`config.mk`:
```
export PLATFORM = sky130hd
export DESIGN_NAME = hbridge_gate_seq
export DESIGN_NICKNAME = d
export VERILOG_FILES = /design/src/rtl/hbg_pkg.sv /design/src/rtl/hb_decode.sv /design/src/rtl/hb_leg.sv /design/src/rtl/hbridge_gate_seq.sv
export SDC_FILE = /design/constraint.sdc
export NUM_CORES = 1
export LEC_CHECK = 0
export CAP_MARGIN = 20
export CORE_UTILIZATION = 50
export CTS_BUF_LIST = sky130_fd_sc_hd__clkbuf_4 sky130_fd_sc_hd__clkbuf_8 sky130_fd_sc_hd__clkbuf_16
export CTS_CLUSTER_DIAMETER = 80
export DETAILED_ROUTE_END_ITERATION = 8
export GPL_TIMING_DRIVEN = 0
export PLACE_DENSITY = 0.8
export SLEW_MARGIN = 20
export SYNTH_ARGS = -nofsm -noshare
export SYNTH_HDL_FRONTEND = slang
export SYNTH_SLANG_ARGS = --single-unit
```
`constraint.sdc`:
```
create_clock -name clk -period 2.3 [get_ports clk]
set_clock_uncertainty 0.1 [all_clocks]
set_input_delay 0.69 -clock clk [delete_from_list [all_inputs] [get_ports clk]]
set_output_delay 0.69 -clock clk [all_outputs]
set_load 0.005 [all_outputs]
```
`src/rtl/hbg_pkg.sv`:
```
package hbg_pkg;

    typedef enum logic [1:0] {
        TGT_Z  = 2'd0,
        TGT_HI = 2'd1,
        TGT_LO = 2'd2
    } leg_tgt_t;

    typedef enum logic [1:0] {
        S_OFF  = 2'd0,
        S_HIGH = 2'd1,
        S_LOW  = 2'd2,
        S_DEAD = 2'd3
    } leg_state_t;

    typedef enum logic [2:0] {
        OP_STBY,
        OP_DRIVE,
        OP_CHOP,
        OP_BRAKE,
        OP_FAST,
        OP_FAST_Z
    } bridge_op_t;

endpackage

```
`src/rtl/hb_decode.sv`:
```
module hb_decode
    import hbg_pkg::*;
(
    input  logic     standby_n,
    input  logic     dir,
    input  logic     en,
    input  logic     decay_sel,
    input  logic     chop,
    input  logic     chop_slow,
    input  logic     zero_cur,
    output leg_tgt_t tgt_a,
    output leg_tgt_t tgt_b
);

    bridge_op_t op;
    leg_tgt_t   chop_leg;

    always_comb begin
        if (!standby_n)     op = OP_STBY;
        else if (en && chop) op = OP_CHOP;
        else if (en)         op = OP_DRIVE;
        else if (decay_sel)  op = OP_BRAKE;
        else if (zero_cur)   op = OP_FAST_Z;
        else                 op = OP_FAST;
    end

    assign chop_leg = chop_slow ? TGT_HI : TGT_LO;

    always_comb begin
        tgt_a = TGT_Z;
        tgt_b = TGT_Z;
        unique case (op)
            OP_STBY, OP_FAST_Z: begin
                tgt_a = TGT_Z;
                tgt_b = TGT_Z;
            end
            OP_DRIVE: begin
                tgt_a = dir ? TGT_HI : TGT_LO;
                tgt_b = dir ? TGT_LO : TGT_HI;
            end
            OP_CHOP: begin
                tgt_a = dir ? chop_leg : TGT_HI;
                tgt_b = dir ? TGT_HI   : chop_leg;
            end
            OP_BRAKE: begin
                tgt_a = TGT_HI;
                tgt_b = TGT_HI;
            end
            OP_FAST: begin
                tgt_a = dir ? TGT_LO : TGT_HI;
                tgt_b = dir ? TGT_HI : TGT_LO;
            end
            default: begin
                tgt_a = TGT_Z;
                tgt_b = TGT_Z;
            end
        endcase
    end

endmodule

```
`src/rtl/hb_leg.sv`:
```
module hb_leg
    import hbg_pkg::*;
#(
    parameter int DEAD_CYC = 88
) (
    input  logic     clk,
    input  logic     rst_n,
    input  leg_tgt_t tgt,
    output logic     hs,
    output logic     ls
);

    localparam int CW = $clog2(DEAD_CYC + 1);

    leg_state_t    state_q, state_d;
    logic [CW-1:0] cnt_q, cnt_d;

    always_ff @(posedge clk or negedge rst_n) begin
        if (!rst_n) begin
            state_q <= S_OFF;
            cnt_q   <= '0;
        end else begin
            state_q <= state_d;
            cnt_q   <= cnt_d;
        end
    end

    always_comb begin
        state_d = state_q;
        cnt_d   = cnt_q;
        unique case (state_q)
            S_OFF: begin
                if (tgt == TGT_HI)      state_d = S_HIGH;
                else if (tgt == TGT_LO) state_d = S_LOW;
            end
            S_HIGH: begin
                if (tgt != TGT_HI) begin
                    state_d = S_DEAD;
                    cnt_d   = CW'(DEAD_CYC - 1);
                end
            end
            S_LOW: begin
                if (tgt != TGT_LO) begin
                    state_d = S_DEAD;
                    cnt_d   = CW'(DEAD_CYC - 1);
                end
            end
            S_DEAD: begin
                if (cnt_q == '0) begin
                    unique case (tgt)
                        TGT_HI:  state_d = S_HIGH;
                        TGT_LO:  state_d = S_LOW;
                        default: state_d = S_OFF;
                    endcase
                end else begin
                    cnt_d = cnt_q - 1'b1;
                end
            end
            default: state_d = S_OFF;
        endcase
    end

    always_comb begin
        hs = (state_q == S_HIGH);
        ls = (state_q == S_LOW);
    end

    // Cycles spent with both switches off, saturating at DEAD_CYC.
    logic [CW-1:0] off_run_q;
    always_ff @(posedge clk or negedge rst_n) begin
        if (!rst_n)                    off_run_q <= CW'(DEAD_CYC);
        else if (hs || ls)             off_run_q <= '0;
        else if (off_run_q < CW'(DEAD_CYC)) off_run_q <= off_run_q + 1'b1;
    end


    no_shoot_chk: assert property (@(posedge clk) disable iff (!rst_n)
        !(hs && ls));


    dead_gap_chk: assert property (@(posedge clk) disable iff (!rst_n)
        ($rose(hs) || $rose(ls)) |-> (off_run_q >= CW'(DEAD_CYC)));

endmodule

```
`src/rtl/hbridge_gate_seq.sv`:
```
module hbridge_gate_seq
    import hbg_pkg::*;
#(
    parameter int DEAD_CYC = 88
) (
    input  logic clk,
    input  logic rst_n,
    input  logic standby_n,
    input  logic dir,
    input  logic en,
    input  logic decay_sel,
    input  logic chop,
    input  logic chop_slow,
    input  logic zero_cur,
    output logic hs_a,
    output logic ls_a,
    output logic hs_b,
    output logic ls_b
);

    localparam int NLEG = 2;

    leg_tgt_t   tgt [NLEG];
    logic [NLEG-1:0] hs_v, ls_v;

    hb_decode u_dec (
        .standby_n (standby_n),
        .dir       (dir),
        .en        (en),
        .decay_sel (decay_sel),
        .chop      (chop),
        .chop_slow (chop_slow),
        .zero_cur  (zero_cur),
        .tgt_a     (tgt[0]),
        .tgt_b     (tgt[1])
    );

    for (genvar g = 0; g < NLEG; g++) begin : g_leg
        hb_leg #(.DEAD_CYC(DEAD_CYC)) u_leg (
            .clk   (clk),
            .rst_n (rst_n),
            .tgt   (tgt[g]),
            .hs    (hs_v[g]),
            .ls    (ls_v[g])
        );
    end

    assign hs_a = hs_v[0];
    assign ls_a = ls_v[0];
    assign hs_b = hs_v[1];
    assign ls_b = ls_v[1];


    standby_off_chk: assert property (@(posedge clk) disable iff (!rst_n)
        !standby_n |=> !(hs_a || ls_a || hs_b || ls_b));


    zero_release_chk: assert property (@(posedge clk) disable iff (!rst_n)
        (standby_n && !en && !decay_sel && zero_cur) |=> !(hs_a || ls_a || hs_b || ls_b));

endmodule

```
==> results of run 1 <==
[what timing repair did]
item,CTS,global route
gates resized for setup,19,19
setup buffers,7,9
endpoints found under the hold margin,0,0
cloned,0,1
endpoints found under the setup margin,22,17
pin swaps,2,4
hold buffers,0,0
[path summary, 6_finish.rpt]
path | endpoint | slack [ns] | startpoint | depth (start not counted)
min in group asynchronous | g_leg[0].u_leg.cnt_q[3] | 0.76 | rst_n | 1
max reg2reg | g_leg[0].u_leg.cnt_q[6] | 0.24 | g_leg[0].u_leg.state_q[0] | 8
min | g_leg[0].u_leg.cnt_q[2] | 0.43 | g_leg[0].u_leg.cnt_q[2] | 1
min reg2reg | g_leg[0].u_leg.cnt_q[2] | 0.43 | g_leg[0].u_leg.cnt_q[2] | 1
max | ls_a | -0.02 | g_leg[0].u_leg.state_q[0] | 3
max in group asynchronous | g_leg[1].u_leg.state_q[0] | 0.81 | rst_n | 1
[cells by family (layout without fill, tap and decap cells)]
kind of cell / after synthesis / in the layout / synth area share [%]
AND/OR/NAND/NOR: 63 / 63 / 26.42
AO/OA/AOI/OAI: 31 / 31 / 18.99
flip-flops: 18 / 18 / 33.03
buffers and inverters: 17 / 49 / 4.770
adder cells (fa/ha/maj): 14 / 14 / 12.84
multiplexers: 5 / 5 / 3.945
[stage by stage]
step                power (mW)  setup WS, ns   TNS [ns]
floorplan                1.134     -0.001942  -0.001942
global placement         1.334       -0.6755     -10.44
detailed placement       1.374       -0.7246     -11.05
CTS                      1.695      0.001288          0
global route             2.023      -0.06084    -0.3380
finish                   1.913      -0.01701   -0.01701
[layout make-up]
cell class / count / area, µm² / area share, %
plain buffers: 4 / 22.52 / 1.273
multi-input cells: 113 / 935.9 / 52.90
clock buffers: 4 / 36.28 / 2.051
flip-flops and latches: 18 / 450.4 / 25.46
repair buffers: 28 / 237.7 / 13.44
inverters: 13 / 48.80 / 2.758
well taps: 30 / 37.54 / 2.122
[state kept, by name (all words and copies together), names as in the netlist]
register and count:
g_leg.u_leg.state_q 4, g_leg.u_leg.cnt_q 14
[critical path, delay by kind of cell, from the launching register on]
family	cells	cell delay [ns]
adders and majority gates	1	0.19
DFF	1	0.43
buffers and inverters	2	0.59
[power breakdown]
part | switching [mW] | internal [mW] | leakage (nW)
combinational | 0.628 | 0.616 | 0.593
clock | 0.115 | 0.0967 | 0.0210
sequential | 0.0660 | 0.393 | 0.194
total | 0.808 | 1.11 | 0.808
[metal layers]
metal | vias up | track usage (%) | routed length (µm) | part of all wire [%]
li1 | 622 | - | - | -
met1 | 659 | 28.65 | 1583 | 42
met2 | 60 | 41.67 | 1915 | 51
met3 | 11 | 1.944 | 210 | 5.5
met4 | 0 | 13.68 | 78 | 2.1
met5 | - | 0 | 0 | 0
[synth_stat cells (all sizes together)]
| master | count |
|---|---|
| buf | 1 |
| o221ai | 2 |
| mux2i | 2 |
| and2 | 2 |
| nand3b | 1 |
| nor3 | 5 |
| or4 | 1 |
| and3 | 1 |
| a32oi | 1 |
| nor3b | 1 |
| o21ai | 2 |
| nand4b | 1 |
| or3 | 2 |
| a311oi | 4 |
| mux2 | 3 |
| nand4bb | 1 |
| a21oi | 3 |
| nor2b | 2 |
| inv | 13 |
| o221a | 2 |
| a22o | 3 |
| a41oi | 1 |
| o211ai | 1 |
| and4b | 1 |
| or4b | 1 |
| nand2b | 3 |
| o21a | 1 |
| dfrtp | 18 |
| clkbuf | 3 |
| nor2 | 9 |
| nand3 | 5 |
| ha | 14 |
| and4 | 3 |
| a211oi | 1 |
| a41o | 2 |
| or2 | 1 |
| a31oi | 8 |
| nand2 | 15 |
| nand4 | 5 |
| or3b | 3 |
==> results_dict.tcl, run 1 <==
set metrics [dict create \
    cts_max_path_buffers 2 \
    fin_nets 204 \
    dr.first_iter.drc_count 65 \
    relSlewSlack_pct 42.04 \
    cp_slowest_stage_delay_ns 0.50 \
    grt_pass1_wl_um 5030 \
    drv_slew 0 \
    grt_pass1_vias 1154 \
    vdd_ir_drop_max_mv 0.9466 \
    clkSlewWorstSetupHoldPaths_ns 0.12 \
    start_util_pct 54.07 \
    grt_use_total_pct 23.92 \
    cap_violations 0 \
    hp-class "reg -> reg" \
    wirelength_um 3788 \
    hold_viol 0 \
    rows 18 \
    ant_nets 0 \
    max_slew.worst_pin.slew_ns 0.8666 \
    mostFrequentLayoutCell "dfrtp_1" \
    dp_hpwl_um 1999 \
    finalCritPeriodShare_pct 100.7 \
    layout_common_cells "18 x dfrtp_1, 16 x buf_4, 15 x nand2_1" \
    worstPathRequired_ns 1.51 \
    clk-insertion-delay-late_ns 0.31 \
    drive_above_1_share_pct 27.22 \
    syn2layout_area_growth_pct 29.73 \
    status "finished with violations" \
    ys_warn_count 0 \
    synth.avg_cell_area_um2 9.215 \
    postLayoutCoreUtil_pct 70.14 \
    via_count 1352 \
    hold_ws_ns 0.4290 \
    cts_tree "built" \
    synth-seq-cells 18 \
    power.leakage_nw 0.8085 \
    io_pins 13 \
    final.fill_count 170 \
    path_max_fanout 3 \
    die_x_um 54.23 \
    n_antenna_cell 0 \
    setup_ws_ns -0.01701 \
    placed_area_um2 1514 \
    setup_viol 1 \
    cts_made_buffers 3 \
    wl_per_cell_um 18.04 \
    yosysTopAreaCell "dfrtp_1" \
    core-area_um2 2522 \
    cts-root-buf "clkbuf_4" \
    grt_start_max_net_pins 19 \
    synth_nets 171 \
    ys_types 44 \
    period_needed_ns 2.317 \
    fmax_mhz 431.6 \
    post-route-cell-area_um2 1769 \
    cp-end-kind "primary output" \
    criticalPathCategory "reg -> out" \
    crit_chain "inv_2, ha_2, clkdlybuf4s50_1" \
    post_layout_nonfiller_instances 210 \
    h-tree-depth 1 \
    drt-vias-per-instance 6.438 \
    syn_area_um2 1364 \
    synth_top_area_share_pct 33.03 \
    synth.area.top_cells "dfrtp_1 33%, ha_1 13%, nand2_1 4.1%, a31oi_1 3.7%, inv_1 3.6%" \
    die_h_um 54.23 \
    synth_cells 148 \
    ys_seq_area_share_pct 33.03 \
    power.density_nw_per_um2 1081 \
    die-area_um2 2940 \
    clock-sinks 18 \
    violations "negative setup slack" \
    dp.cells 189 \
    antenna_found_initial 0 \
    port_buffers 11 \
    firstDrtPassIters 5 \
    place_congestion 0.7885 \
    drcViolationCount 0 \
    critPathArrivalTime_ns 1.53 \
    overflow 0 \
    start_kind "flip-flop" \
    cpMaxStageDelayCell "clkdlybuf4s50_1" \
]
No activity file was read; power rests on OpenSTA's default activity.
==> run 2: changes to the inputs <==
- SLEW_MARGIN: 20 -> 10
==> results of run 2 <==
The final DEF is identical to that of run 1; final timing and power are the same.
==> run 3: changes to the inputs <==
- CORE_MARGIN: unset -> 4
==> run 3 against run 2 <==
  * Critical path type is now in -> reg
  * Critical path depth is 2 higher
  * Clock power about the same
  * Wire length down 9.2%
  * Combinational power fell by 6%
  * Global-route usage down 4.2 points
  * Worst setup slack better by 0.0043 ns
  * Total power is 4.6% lower
  * The run still ends with negative setup slack left
  * Final cell count shrank 2.9%
  * Critical endpoint is now g_leg[0].u_leg.state_q[0]
==> results_dict.tcl, run 3 (synthesis gave the netlist of run 1 again) <==
set metrics [dict create \
    drcViolationCount 0 \
    wirelength_um 3440 \
    crit_buf_inv 1 \
    regArea_um2 450.4 \
    criticalPathCategory "in -> reg" \
    final.fill_count 181 \
    drive_above_1_share_pct 25.86 \
    critPathArrivalTime_ns 2.41 \
    rows 18 \
    reg_top3 "g_leg.u_leg.cnt_q x14, g_leg.u_leg.state_q x4" \
    rr_startpoint "g_leg[0].u_leg.state_q[0]" \
    hold_start "g_leg[0].u_leg.cnt_q[2]" \
    period_needed_ns 2.313 \
    max_slew.worst_pin.slew_ns 0.8483 \
    cp-end-kind "flip-flop" \
    power.density_nw_per_um2 1064 \
    ant_nets 0 \
    fin_tns_setup_ns -0.03491 \
    wl_per_cell_um 16.86 \
    die_h_um 60.23 \
    cts_tree "built" \
    relSlewSlack_pct 43.27 \
    grt_start_max_net_pins 19 \
    firstDrtPassIters 6 \
    dp.cells 189 \
    drt-vias-per-instance 6.461 \
    crit_chain "clkdlybuf4s50_1, nand4b_1, and4_4, a311oi_2, mux2_2" \
    start_util_pct 53.59 \
    finalCritPeriodShare_pct 100.6 \
    fin_nets 198 \
    cpMaxStageDelayCell "clkdlybuf4s50_1" \
    setup_ws_ns -0.01271 \
    clk-insertion-delay-late_ns 0.31 \
    mostFrequentLayoutCell "dfrtp_1" \
    worstPathRequired_ns 2.40 \
    die-area_um2 3627 \
    clkSlewWorstSetupHoldPaths_ns 0.11 \
    core-area_um2 2545 \
    clock-sinks 18 \
    via_count 1318 \
    cts_max_path_buffers 2 \
    fmax_mhz 432.4 \
    start_kind "primary input" \
    layout_common_cells "18 x dfrtp_1, 15 x nand2_1, 12 x ha_1" \
    syn2layout_area_growth_pct 25.69 \
    dp_hpwl_um 2079 \
    io_pins 13 \
    grt_use_total_pct 19.71 \
    port_buffers 11 \
    cts_made_buffers 3 \
    n_antenna_cell 0 \
    largest_register_ffs 14 \
    path_max_fanout 4 \
    h-tree-depth 1 \
    hold_ws_ns 0.4200 \
    cts-root-buf "clkbuf_4" \
    cp_slowest_stage_delay_ns 0.43 \
    place_congestion 0.7770 \
    cap_violations 0 \
    critical_path.startpoint "chop_slow" \
    hold_viol 0 \
    regMostFlops "g_leg.u_leg.cnt_q" \
    grt_pass1_wl_um 5326 \
    violations "negative setup slack" \
    overflow 0 \
    hp-class "reg -> reg" \
    holdBufCountCts 0 \
    die_x_um 60.23 \
    antenna_found_initial 0 \
    power.leakage_nw 0.7835 \
    grt_pass1_vias 1236 \
    post_layout_nonfiller_instances 204 \
    dr.first_iter.drc_count 55 \
    vdd_ir_drop_max_mv 0.9064 \
    multi_input_comb_area_um2 935.9 \
    path_delay_family "simple AND/OR/NAND/NOR gates" \
    setup_viol 3 \
    drv_slew 0 \
    status "finished with violations" \
]
run 3: metal layers:
metal | vias to the layer above | GRT usage, % | part of all wire, % | wire (µm)
li1 | 612 | - | - | -
met2 | 47 | 33.02 | 50 | 1711
met1 | 646 | 23.40 | 41 | 1403
met4 | 0 | 12.97 | 4.2 | 146
met3 | 13 | 2.376 | 5.2 | 179
met5 | - | 0 | 0 | 0
run 3: stage by stage:
step	setup WS, ns	power (mW)	area [µm²]	util, %
finish	-0.01271	1.824	1714	67.36
global route	-0.01843	1.956	1714	67.36
CTS	0.003967	1.711	1654	65.00
detailed placement	-0.7126	1.380	1514	59.49
global placement	-0.6647	1.335	1514	59.49
floorplan	-0.001942	1.134	1366	-
run 3: power breakdown:
| part | internal, mW | switching [mW] |
|---|---|---|
| registers | 0.393 | 0.0660 |
| clock network | 0.0968 | 0.112 |
| logic | 0.553 | 0.604 |
| total | 1.04 | 0.782 |
run 3: cell type report:
class                           count  share of cell area (%)
Clock buffer                        4                   2.117
Multi-Input combinational cell    113                   54.60
Tap cell                           30                   2.190
Sequential cell                    18                   26.28
Timing Repair Buffer               22                   10.66
Buffer                              4                   1.314
Inverter                           13                   2.847
run 3: worst paths after layout:
kind                                                   to  slack, ns  cells past startpoint
worst max-delay path            g_leg[0].u_leg.state_q[0]      -0.01                      5
worst min-delay path              g_leg[0].u_leg.cnt_q[2]       0.42                      1
worst max register to register  g_leg[0].u_leg.state_q[0]       0.20                      6
worst min register to register    g_leg[0].u_leg.cnt_q[2]       0.42                      1
max in group asynchronous       g_leg[0].u_leg.state_q[0]       0.82                      1
min in group asynchronous         g_leg[0].u_leg.cnt_q[3]       0.75                      1
run 3: repair_timing:
item / CTS / global route
cloned: 0 / 1
gates resized for setup: 22 / 16
pin swaps: 2 / 7
endpoints found under the setup margin: 22 / 14
buffers inserted: 7 / 3
